==> config.mk <==
export PLATFORM = sky130hd
export DESIGN_NAME = i2c_addr_match
export DESIGN_NICKNAME = d
export VERILOG_FILES = /design/src/rtl/i2c_am_pkg.sv /design/src/rtl/i2c_am_byte_dec.sv /design/src/rtl/i2c_am_seq.sv /design/src/rtl/i2c_addr_match.sv
export SDC_FILE = /design/constraint.sdc
export NUM_CORES = 1
export LEC_CHECK = 0
export BUFFER_PORTS_ARGS = -buffer_cell sky130_fd_sc_hd__buf_2
export CELL_PAD_IN_SITES_DETAIL_PLACEMENT = 0
export CELL_PAD_IN_SITES_GLOBAL_PLACEMENT = 2
export CORE_UTILIZATION = 27
export CTS_CLUSTER_SIZE = 24
export DETAILED_ROUTE_END_ITERATION = 10
export PLACE_DENSITY = 0.94
export SLEW_MARGIN = 5
export SYNTH_ARGS = -nofsm -noshare
export SYNTH_HDL_FRONTEND = slang
export SYNTH_SLANG_ARGS = --single-unit
==> constraint.sdc <==
create_clock -name clk_i -period 2.7 [get_ports clk_i]
set_clock_uncertainty 0.05 [all_clocks]
set_input_delay 0.135 -clock clk_i [delete_from_list [all_inputs] [get_ports clk_i]]
set_output_delay 0.135 -clock clk_i [all_outputs]
set_load 0.01 [all_outputs]
==> src/rtl/i2c_am_pkg.sv <==
package i2c_am_pkg;
  localparam int A7_W = 7;
  localparam int LO_W = 8;
  localparam int HI_W = 3;
  localparam logic [4:0] TEN_PFX = 5'b11110;

  typedef enum logic [1:0] {
    ST_IDLE,
    ST_FIRST,
    ST_LOW,
    ST_HOLD
  } seq_e;
endpackage

==> src/rtl/i2c_am_byte_dec.sv <==
module i2c_am_byte_dec
  import i2c_am_pkg::*;
#(
  parameter bit HAS_BAND = 1'b1
) (
  input  logic [LO_W-1:0] byte_i,
  input  logic            gc_en_i,
  input  logic            ten_bit_i,
  input  logic [HI_W-1:0] hi_addr_i,
  input  logic [LO_W-1:0] own_addr_i,
  input  logic            band_en_i,
  input  logic [A7_W-1:0] band_top_i,
  output logic            hit7_o,
  output logic            gc_hit_o,
  output logic            pfx_w_o,
  output logic            pfx_r_o,
  output logic            lo_hit_o
);
  logic [A7_W-1:0] a7;
  logic            a7_zero;
  logic            exact7;
  logic            in_band;
  logic            pfx_ok;

  assign a7      = byte_i[LO_W-1:1];
  assign a7_zero = (a7 == '0);
  assign exact7  = (a7 == own_addr_i[A7_W-1:0]);

  generate
    if (HAS_BAND) begin : g_band
      assign in_band = band_en_i && (a7 > own_addr_i[A7_W-1:0]) && (a7 <= band_top_i);
    end else begin : g_noband
      logic unused_band;
      assign unused_band = band_en_i ^ (^band_top_i);
      assign in_band = 1'b0;
    end
  endgenerate

  assign hit7_o   = !ten_bit_i && !a7_zero && (exact7 || in_band);
  assign gc_hit_o = gc_en_i && (byte_i == '0);

  // prefix: 11110 + two upper bits; a set third bit is unreachable
  assign pfx_ok   = ten_bit_i && (byte_i[7:3] == TEN_PFX) &&
                    (byte_i[2:1] == hi_addr_i[1:0]) && !hi_addr_i[2];
  assign pfx_w_o  = pfx_ok && !byte_i[0];
  assign pfx_r_o  = pfx_ok && byte_i[0];
  assign lo_hit_o = (byte_i == own_addr_i);
endmodule

==> src/rtl/i2c_am_seq.sv <==
module i2c_am_seq
  import i2c_am_pkg::*;
(
  input  logic clk_i,
  input  logic rst_ni,
  input  logic start_i,
  input  logic stop_i,
  input  logic byte_vld_i,
  input  logic rw_bit_i,
  input  logic ten_bit_i,
  input  logic hit7_i,
  input  logic gc_hit_i,
  input  logic pfx_w_i,
  input  logic pfx_r_i,
  input  logic lo_hit_i,
  output logic match_o,
  output logic gcall_o,
  output logic rw_o
);
  seq_e state_q, state_d;
  logic match_q, match_d;
  logic gc_q, gc_d;
  logic rw_q, rw_d;
  logic armed_q, armed_d;

  always_comb begin
    state_d = state_q;
    match_d = match_q;
    gc_d    = gc_q;
    rw_d    = rw_q;
    armed_d = armed_q;
    if (stop_i) begin
      state_d = ST_IDLE;
      match_d = 1'b0;
      gc_d    = 1'b0;
      armed_d = 1'b0;
    end else if (start_i) begin
      // a byte in the same cycle is dropped
      state_d = ST_FIRST;
      match_d = 1'b0;
      gc_d    = 1'b0;
    end else if (byte_vld_i) begin
      unique case (state_q)
        ST_FIRST: begin
          rw_d    = rw_bit_i;
          armed_d = 1'b0;
          state_d = ST_HOLD;
          if (gc_hit_i) begin
            match_d = 1'b1;
            gc_d    = 1'b1;
          end else if (ten_bit_i) begin
            if (pfx_w_i) begin
              state_d = ST_LOW;
            end else if (pfx_r_i && armed_q) begin
              match_d = 1'b1;
              armed_d = 1'b1;
            end
          end else begin
            match_d = hit7_i;
          end
        end
        ST_LOW: begin
          match_d = lo_hit_i;
          armed_d = lo_hit_i;
          state_d = ST_HOLD;
        end
        default: ;
      endcase
    end
  end

  always_ff @(posedge clk_i or negedge rst_ni) begin
    if (!rst_ni) begin
      state_q <= ST_IDLE;
      match_q <= 1'b0;
      gc_q    <= 1'b0;
      rw_q    <= 1'b0;
      armed_q <= 1'b0;
    end else begin
      state_q <= state_d;
      match_q <= match_d;
      gc_q    <= gc_d;
      rw_q    <= rw_d;
      armed_q <= armed_d;
    end
  end

  assign match_o = match_q;
  assign gcall_o = gc_q;
  assign rw_o    = rw_q;

  p_gc_in_match_r2: assert property (@(posedge clk_i) disable iff (!rst_ni)
    gcall_o |-> match_o);
  p_stop_clear_r8: assert property (@(posedge clk_i) disable iff (!rst_ni)
    stop_i |=> (!match_o && !gcall_o));
  p_start_clear_r8: assert property (@(posedge clk_i) disable iff (!rst_ni)
    start_i |=> !match_o);
  p_rise_on_byte_r10: assert property (@(posedge clk_i) disable iff (!rst_ni)
    $rose(match_o) |-> ($past(byte_vld_i) && !$past(start_i) && !$past(stop_i)));
  p_hold_r9: assert property (@(posedge clk_i) disable iff (!rst_ni)
    (match_o && !start_i && !stop_i) |=> match_o);
endmodule

==> src/rtl/i2c_addr_match.sv <==
module i2c_addr_match
  import i2c_am_pkg::*;
#(
  parameter bit HAS_BAND = 1'b1
) (
  input  logic            clk_i,
  input  logic            rst_ni,
  input  logic            start_i,
  input  logic            stop_i,
  input  logic            byte_vld_i,
  input  logic [LO_W-1:0] byte_i,
  input  logic            gc_en_i,
  input  logic            ten_bit_i,
  input  logic [HI_W-1:0] hi_addr_i,
  input  logic [LO_W-1:0] own_addr_i,
  input  logic            band_en_i,
  input  logic [A7_W-1:0] band_top_i,
  output logic            match_o,
  output logic            gcall_o,
  output logic            rw_o
);
  logic hit7, gc_hit, pfx_w, pfx_r, lo_hit;

  i2c_am_byte_dec #(.HAS_BAND(HAS_BAND)) u_dec (
    .byte_i     (byte_i),
    .gc_en_i    (gc_en_i),
    .ten_bit_i  (ten_bit_i),
    .hi_addr_i  (hi_addr_i),
    .own_addr_i (own_addr_i),
    .band_en_i  (band_en_i),
    .band_top_i (band_top_i),
    .hit7_o     (hit7),
    .gc_hit_o   (gc_hit),
    .pfx_w_o    (pfx_w),
    .pfx_r_o    (pfx_r),
    .lo_hit_o   (lo_hit)
  );

  i2c_am_seq u_seq (
    .clk_i      (clk_i),
    .rst_ni     (rst_ni),
    .start_i    (start_i),
    .stop_i     (stop_i),
    .byte_vld_i (byte_vld_i),
    .rw_bit_i   (byte_i[0]),
    .ten_bit_i  (ten_bit_i),
    .hit7_i     (hit7),
    .gc_hit_i   (gc_hit),
    .pfx_w_i    (pfx_w),
    .pfx_r_i    (pfx_r),
    .lo_hit_i   (lo_hit),
    .match_o    (match_o),
    .gcall_o    (gcall_o),
    .rw_o       (rw_o)
  );
endmodule

==> results of run 1 <==
-- flip-flops by register name, indices dropped and copies added (netlist names) --
| register | cells |
|---|---|
| u_seq.state_q | 2 |
| u_seq.match_o | 1 |
| u_seq.gcall_o | 1 |
| u_seq.armed_q | 1 |
| u_seq.rw_o | 1 |
-- stage by stage --
step	total power, mW	hold slack [ns]	cell area [µm²]
detailed placement	0.242	-0.0793	1090
finish	0.325	0.0620	1120
global placement	0.238	-0.0850	1090
floorplan	0.180	-0.211	857
global route	0.362	0.0654	1120
CTS	0.331	0.0524	1120
-- cell families (layout without fill, tap and decap cells) --
family / Yosys count / in the layout / synth area share
AND/OR/NAND/NOR: 33 / 33 / 0.225
buffers and inverters: 16 / 56 / 0.0701
XOR/XNOR: 10 / 10 / 0.102
AO/OA/AOI/OAI: 23 / 23 / 0.181
multiplexers: 1 / 1 / 0.0131
adder cells (fa/ha/maj): 16 / 16 / 0.234
flip-flops: 6 / 6 / 0.175
-- final cells by class --
| class | count | share of cell area |
|---|---|---|
| clock buffer | 3 | 0.0200 |
| inverter | 16 | 0.0534 |
| multi-input combinational | 83 | 0.575 |
| sequential | 6 | 0.133 |
| tap | 44 | 0.0489 |
| timing repair buffer | 37 | 0.169 |
-- what timing repair did --
item	4_1_cts	5_1_grt
buffers inserted	0	0
endpoints found under the hold margin	6	0
hold buffers	1	0
resized for setup	0	0
-- power by group --
group          internal [mW]  leakage [nW]  switching (mW)  total [mW]
Combinational         0.0641         0.485          0.0735       0.138
Clock                 0.0504        0.0138          0.0348      0.0852
Sequential            0.0980        0.0790         0.00418       0.102
-- cell usage in the layout, fill, tap and decap left out, types with 2 or more instances in the layout --
cell type	synthesis	layout
nor3_1	4	4
inv_1	16	16
nor4_2	2	2
nor2_1	5	5
a21oi_1	9	9
clkbuf_4	0	3
ha_1	16	16
nand3b_1	3	3
o21ai_0	4	4
nand4b_1	2	2
nand2_1	6	6
nor4_1	2	2
dfrtp_1	6	6
nand3_1	5	5
buf_2	0	36
xor2_1	10	10
nand4_1	2	2
-- critical path, cell delays in order, from the launching register on --
cell,delay [ns]
dfrtp_1,0.35
inv_1,0.06
ha_1,0.27
a2111oi_1,0.34
o21ai_1,0.13
a32o_2,0.27
-- path summary, 6_finish.rpt --
check	to	slack (ns)	cells past startpoint
setup / recovery	u_seq.match_o	1.12	5
hold / removal	u_seq.state_q[1]	0.06	2
setup reg to reg	u_seq.match_o	1.12	5
hold reg to reg	u_seq.match_o	0.45	1
max in group asynchronous	u_seq.rw_o	2.26	2
min in group asynchronous	u_seq.state_q[1]	0.19	2
-- metal layers --
metal  up-vias  wire, µm  GRT usage
met5         -         0          0
met4         0        19     0.0612
met3         2       157     0.0286
met2        33       971      0.235
met1       374      1080      0.183
li1        466         -          -
==> flow_metrics.py, run 1 <==
metrics = {
    "run_status": {
        "outcome": "completed",
    },
    "route": {
        "drc_errors": 0,
        "ant_nets": 0,
        "vias_per_cell": 4.63,
        "wire_per_inst_um": 11.8,
        "drt-pass1-iter-count": 2,
        "drtIter0Drc": 45,
        "vias": 875,
        "routed_wl_um": 2220,
    },
    "yosys": {
        "synth_area_um2": 857,
        "synth_nets": 155,
        "syn_avg_cell_area_um2": 8.16,
        "synthFlopType": "dfrtp_1",
        "synth_top_area_frac": 0.234,
        "synth_seq_cells": 6,
        "synth_edf_count": 0,
        "synthTopCellsByCount": "ha_1, inv_1, xor2_1",
        "ys_warn_count": 0,
        "synth-seq-area-share": 0.175,
        "syn_inst": 105,
        "yosysTopAreaCell": "ha_1",
        "synthArstFlopShare": 1.00,
        "synth_area_leaders": "ha_1, dfrtp_1, xor2_1",
        "ys_types": 28,
    },
    "sta": {
        "min_period_ns": 1.58,
        "setup_tns_ns": 0,
        "hold_viol_final": 0,
        "clock.fmax_ghz": 0.634,
        "period_share": 0.584,
        "setup_viol": 0,
        "worst_pin_slew_ns": 0.588,
        "rsz0062_at_grt": "no",
        "setup_ws_ns": 1.12,
        "finalMaxSlewViolations": 0,
        "slew_headroom": 0.604,
    },
    "grt": {
        "grt_pass1_vias": 857,
        "grt_pass1_wl_um": 3660,
        "antenna_found_initial": 0,
        "grt_start_max_net_pins": 7,
        "track_usage": 0.143,
        "grt_overflow": 0,
    },
    "cts": {
        "clock_path_buffers": 2,
        "clkLatencyLatePin_ns": 0.25,
        "path_clk_slew_ns": 0.04,
        "cts-root-buf": "clkbuf_4",
        "cts_tree": "yes",
        "cts_buffers": 3,
        "cts.htree.levels": 1,
        "cts.sinks": 6,
    },
    "place": {
        "port_buffers": 36,
        "place_worst_setup_slack_ns": 0.942,
        "hpwl_um": 1900,
        "place_congestion": 0.819,
        "dp_cells": 185,
    },
    "layout": {
        "area_growth_pct": 31.2,
        "final_cell_count_no_fill": 189,
        "final-seq-area_um2": 150,
        "drive_gt1_frac": 0.303,
        "multi_input_area_um2": 647,
        "num-fill-cells": 331,
        "n_antenna_cell": 0,
        "finalNetCount": 197,
        "final_util": 0.371,
    },
    "critical_path": {
        "path_class": "reg -> reg",
        "critPathLaunchType": "register",
        "startpoint": "u_seq.state_q[0]",
        "end_kind": "register",
        "r2r_start": "u_seq.state_q[0]",
        "cp.required_ns": 2.79,
        "arrival_ns": 1.67,
        "crit_fanout": 6,
    },
    "power_and_ir_drop": {
        "irDropWorstVdd_uv": 203,
        "powerDensity_mw_per_mm2": 289,
        "p_leak_nw": 0.578,
    },
    "die": {
        "initial_core_util": 0.283,
        "die_h_um": 58.3,
        "core-area_mm2": 0.00303,
        "io_pins": 37,
        "num_rows": 20,
        "die_x_um": 58.3,
        "die_area_mm2": 0.00340,
    },
    "hold_path": {
        "hp-class": "in -> reg",
        "min_from": "start_i",
    },
    "job": {
        "cap_violations": 0,
    },
}
No activity file was read; power rests on OpenSTA's default activity.
==> inputs of run 2 (changes only) <==
- CORE_UTILIZATION: 27 -> 25
- PLACE_DENSITY: 0.94 -> 0.88
- clock period: 2.7 -> 1.5 ns (I/O delays scaled with it)
==> run 2 against run 1 <==
Combinational power is 120% higher; sequential cell count stayed put; routed wire length up 14%; sequential share of layout area fell by 1.9 points; design area grew 17%; via count is 14% higher; global-route usage grew 1.3 points; clock power is 91% higher; critical path depth up 1; utilization up 4.6 points; die area grew 7.7%; critical path type is now in -> reg; critical endpoint unchanged; highest routed layer unchanged.
==> flow_metrics.py, run 2 (synthesis results as in run 1) <==
metrics = {
    "critical_path": {
        "r2r_start": "u_seq.state_q[0]",
        "path_class": "in -> reg",
        "critPathLaunchType": "input pin",
        "slowest_delay_ns": 0.53,
        "slowest_stage": "dlygate4sd3_1",
        "regToRegSetupSlack_ns": 0.08,
        "cp.required_ns": 1.59,
        "end_kind": "register",
        "path_buf_inv": 2,
        "r2r_end": "u_seq.match_o",
        "crit_chain": "dlygate4sd3_1, buf_2, nor2_2, nand3_1, a311o_1, a32o_2",
        "worst-r2r-cell-count": 5,
        "cp.depth": 6,
        "arrival_ns": 1.54,
        "cp_top_family": "buffers and inverters",
        "crit_fanout": 5,
    },
    "route": {
        "vias_per_cell": 4.72,
        "ant_nets": 0,
        "vias": 995,
        "drtIter0Drc": 31,
        "drc_errors": 0,
        "drt-pass1-iter-count": 4,
        "wire_per_inst_um": 12.1,
        "routed_wl_um": 2550,
    },
    "cts": {
        "clkLatencyLatePin_ns": 0.26,
        "cts_buffers": 3,
        "cts.htree.levels": 1,
        "cts_tree": "yes",
        "cts-root-buf": "clkbuf_4",
        "path_clk_slew_ns": 0.05,
        "cts.sinks": 6,
        "clock_path_buffers": 2,
    },
    "grt": {
        "grt_overflow": 0,
        "grt_start_max_net_pins": 7,
        "grt_pass1_wl_um": 4240,
        "grt_pass1_vias": 997,
        "track_usage": 0.156,
        "antenna_found_initial": 0,
    },
    "sta": {
        "min_period_ns": 1.45,
        "clock.fmax_ghz": 0.688,
        "slew_headroom": 0.772,
        "setup_viol": 0,
        "worst_pin_slew_ns": 0.339,
        "period_share": 0.969,
        "setup_tns_ns": 0,
        "finalMaxSlewViolations": 0,
        "hold_viol_final": 0,
    },
    "die": {
        "initial_core_util": 0.272,
        "core-area_mm2": 0.00315,
        "die_area_mm2": 0.00367,
        "die_h_um": 60.6,
        "io_pins": 37,
        "num_rows": 20,
        "die_x_um": 60.6,
    },
    "job": {
        "cap_violations": 0,
    },
    "place": {
        "place_congestion": 0.850,
        "port_buffers": 36,
        "hpwl_um": 2170,
    },
    "power_and_ir_drop": {
        "irDropWorstVdd_uv": 175,
        "p_leak_nw": 0.687,
        "powerDensity_mw_per_mm2": 493,
    },
    "hold_path": {
        "hp-class": "in -> reg",
        "worstHoldPathCells": 2,
        "min_from": "stop_i",
        "holdPathEnd": "u_seq.gcall_o",
    },
    "layout": {
        "drive_gt1_frac": 0.407,
        "area_growth_pct": 53.4,
        "largest_register": "u_seq.state_q",
        "n_antenna_cell": 0,
        "finalNetCount": 219,
        "mostFrequentLayoutCells": "buf_2, buf_4, inv_1",
        "final_util": 0.417,
        "largest_reg_flops": 2,
        "final_common_cell": "buf_2",
    },
    "run_status": {
        "outcome": "completed",
    },
}
run 2: cell types whose count changed in the layout (fill, tap and decap cells not counted), sizes merged:
cell         before  now
dlygate4sd3       1    2
buf              36   57
run 2: area by class of cell:
class | count | area (µm²)
clock buffers | 3 | 22.5
fillers | 344 | 1840
inverters | 16 | 60.1
multi-input cells | 83 | 669
flip-flops and latches | 6 | 150
well taps | 44 | 55.1
repair buffers | 59 | 358
run 2: worst max-delay path by stage:
stage	from	to	slack [ns]
after detailed placement	byte_i[5]	u_seq.match_o	-0.14
after floorplan	u_seq.state_q[0]	u_seq.match_o	0.05
after global routing	u_seq.state_q[0]	u_seq.match_o	-0.003
after global placement	byte_i[5]	u_seq.match_o	-0.12
after CTS	u_seq.state_q[0]	u_seq.match_o	0.009
final	start_i	u_seq.match_o	0.05
run 2: stage by stage:
stage               std cells  setup WS, ns  hold WS (ns)  total power [mW]  instance area (µm²)
finish                    211        0.0470        0.0334             0.649                 1320
global route              211      -0.00306        0.0375             0.700                 1320
CTS                       211       0.00908        0.0138             0.649                 1290
detailed placement        206        -0.144        -0.142             0.478                 1250
global placement          206        -0.117        -0.142             0.470                 1250
floorplan                 105        0.0496        -0.271             0.325                  857
run 2: routing by layer:
layer  part of all wire  GRT usage
met1               0.48      0.208
met4             0.0055     0.0195
met3              0.031     0.0384
met5                  0          0
met2               0.48      0.262
run 2: what timing repair did:
action | 4_1_cts | 5_1_grt
resized for setup | 1 | 4
buffers inserted | 0 | 0
pin swaps | 0 | 1
hold buffers | 2 | 0
hold endpoints to repair | 8 | 0
endpoints found under the setup margin | 1 | 1
run 2: where the power goes:
part           internal, mW  leakage, nW  total (mW)  switching, mW
Combinational         0.153        0.594       0.301          0.148
Clock                0.0914       0.0138       0.163         0.0719
Sequential            0.176       0.0790       0.184        0.00786
Total                 0.421        0.687       0.649          0.228
==> inputs of run 3 (changes only) <==
- PLACE_DENSITY: 0.88 -> 0.77
==> run 3 against run 2 <==
Die area stayed put; sequential share of layout area is 0.13 points lower; sequential power hardly changed; maximum frequency is 1.7% higher; critical path type unchanged; global-route usage is 0.17 points lower; combinational power is 2% higher; final cell count is 1.9% higher; clock-buffer cell count stayed put; sequential cell count stayed put; non-clock buffer count is 4 higher; first-iteration DRC count is 35% lower; critical endpoint unchanged.
==> flow_metrics.py, run 3 (synthesis results as in run 1) <==
metrics = {
    "run_status": {
        "outcome": "completed",
    },
    "critical_path": {
        "arrival_ns": 1.52,
        "slowest_stage": "dlygate4sd3_1",
        "end_kind": "register",
        "path_class": "in -> reg",
        "cp_top_family": "buffers and inverters",
        "worst-r2r-cell-count": 5,
        "critPathLaunchType": "input pin",
        "path_buf_inv": 2,
        "crit_fanout": 5,
        "slowest_delay_ns": 0.53,
        "cp.required_ns": 1.59,
        "crit_chain": "dlygate4sd3_1, buf_2, nor2_2, nand3_1, a311o_1, a32o_2",
        "cp.depth": 6,
    },
    "die": {
        "die_h_um": 60.6,
        "die_x_um": 60.6,
        "core-area_mm2": 0.00315,
        "die_area_mm2": 0.00367,
        "initial_core_util": 0.272,
        "num_rows": 20,
        "io_pins": 37,
    },
    "grt": {
        "grt_overflow": 0,
        "grt_pass1_wl_um": 4210,
        "grt_start_max_net_pins": 7,
        "grt_pass1_vias": 983,
        "antenna_found_initial": 0,
        "track_usage": 0.154,
    },
    "cts": {
        "clkLatencyLatePin_ns": 0.24,
        "cts.sinks": 6,
        "path_clk_slew_ns": 0.05,
        "cts.htree.levels": 1,
        "clock_path_buffers": 2,
        "cts_buffers": 3,
        "cts_tree": "yes",
        "cts-root-buf": "clkbuf_4",
    },
    "layout": {
        "largest_reg_flops": 2,
        "num-fill-cells": 334,
        "drive_gt1_frac": 0.415,
        "n_antenna_cell": 0,
        "mostFrequentLayoutCells": "buf_2, buf_4, inv_1, ha_1, xor2_1",
        "final_common_cell": "buf_2",
        "finalNetCount": 223,
        "area_growth_pct": 55.2,
        "largest_register": "u_seq.state_q",
    },
    "sta": {
        "setup_viol": 0,
        "min_period_ns": 1.43,
        "slew_headroom": 0.797,
        "setup_tns_ns": 0,
        "clock.fmax_ghz": 0.700,
        "worst_pin_slew_ns": 0.301,
        "setup_ws_ns": 0.0719,
        "rsz0062_at_grt": "yes",
        "period_share": 0.952,
        "finalMaxSlewViolations": 0,
        "hold_viol_final": 0,
    },
    "hold_path": {
        "worstHoldPathCells": 2,
        "hp-class": "in -> reg",
    },
    "route": {
        "wire_per_inst_um": 11.4,
        "drc_errors": 0,
        "drt-pass1-iter-count": 4,
        "drtIter0Drc": 20,
        "routed_wl_um": 2460,
        "ant_nets": 0,
        "vias_per_cell": 4.56,
        "vias": 980,
    },
    "power_and_ir_drop": {
        "clockPowerShare": 0.238,
        "combinationalPowerShare": 0.477,
        "p_leak_nw": 0.705,
        "irDropWorstVdd_uv": 376,
        "p_int_mw": 0.425,
        "p_switching_mw": 0.218,
        "powerDensity_mw_per_mm2": 484,
        "seq_power_share": 0.285,
        "swShare": 0.340,
    },
    "place": {
        "place_worst_setup_slack_ns": -0.194,
        "port_buffers": 36,
        "place_congestion": 0.790,
        "hpwl_um": 2180,
    },
    "job": {
        "cap_violations": 0,
    },
}
-- run 3: worst paths after layout --
| kind | endpoint | slack, ns | from |
|---|---|---|---|
| min in group asynchronous | u_seq.gcall_o | 0.12 | rst_ni |
| worst max register to register | u_seq.match_o | 0.08 | u_seq.state_q[0] |
| worst min register to register | u_seq.rw_o | 0.45 | u_seq.rw_o |
| max in group asynchronous | u_seq.rw_o | 1.11 | rst_ni |
| worst max-delay path | u_seq.match_o | 0.07 | start_i |
| worst min-delay path | u_seq.armed_q | 0.04 | stop_i |
-- run 3: what timing repair did --
item | 4_1_cts | 5_1_grt
endpoints found under the hold margin | 7 | 0
resized for setup | 0 | 4
hold buffers | 2 | 0
buffers inserted | 0 | 0
setup endpoints to repair | 0 | 2
-- run 3: stage by stage --
stage               total power, mW  std cells  instance area [µm²]  hold WS [ns]   util
floorplan                     0.325        105                  857        -0.271      -
global placement              0.481        210                 1280        -0.136  0.406
detailed placement            0.487        210                 1280        -0.134  0.406
CTS                           0.650        215                 1320        0.0216  0.419
global route                  0.701        215                 1330        0.0503  0.422
finish                        0.643        215                 1330        0.0439  0.422
-- run 3: area by class of cell --
cell class | instances | area (µm²) | area share
multi-input cells | 83 | 654 | 0.492
repair buffers | 63 | 388 | 0.292
flip-flops and latches | 6 | 150 | 0.113
inverters | 16 | 60.1 | 0.0452
well taps | 44 | 55.1 | 0.0414
clock buffers | 3 | 22.5 | 0.0169
-- run 3: routing by layer --
metal | up-vias | GRT usage | part of all wire
li1 | 519 | - | -
met2 | 23 | 0.242 | 0.43
met1 | 436 | 0.220 | 0.52
met4 | 0 | 0.0162 | 0.0065
met5 | - | 0 | 0
met3 | 2 | 0.0384 | 0.043
-- run 3: power groups by stage --
stage | combinational, mW | sequential [mW] | clock, mW
after floorplan | 0.135 | 0.189 | 0
after global placement | 0.295 | 0.186 | 0
after detailed placement | 0.301 | 0.186 | 0
after CTS | 0.307 | 0.183 | 0.160
after global routing | 0.347 | 0.185 | 0.169
final | 0.307 | 0.183 | 0.153
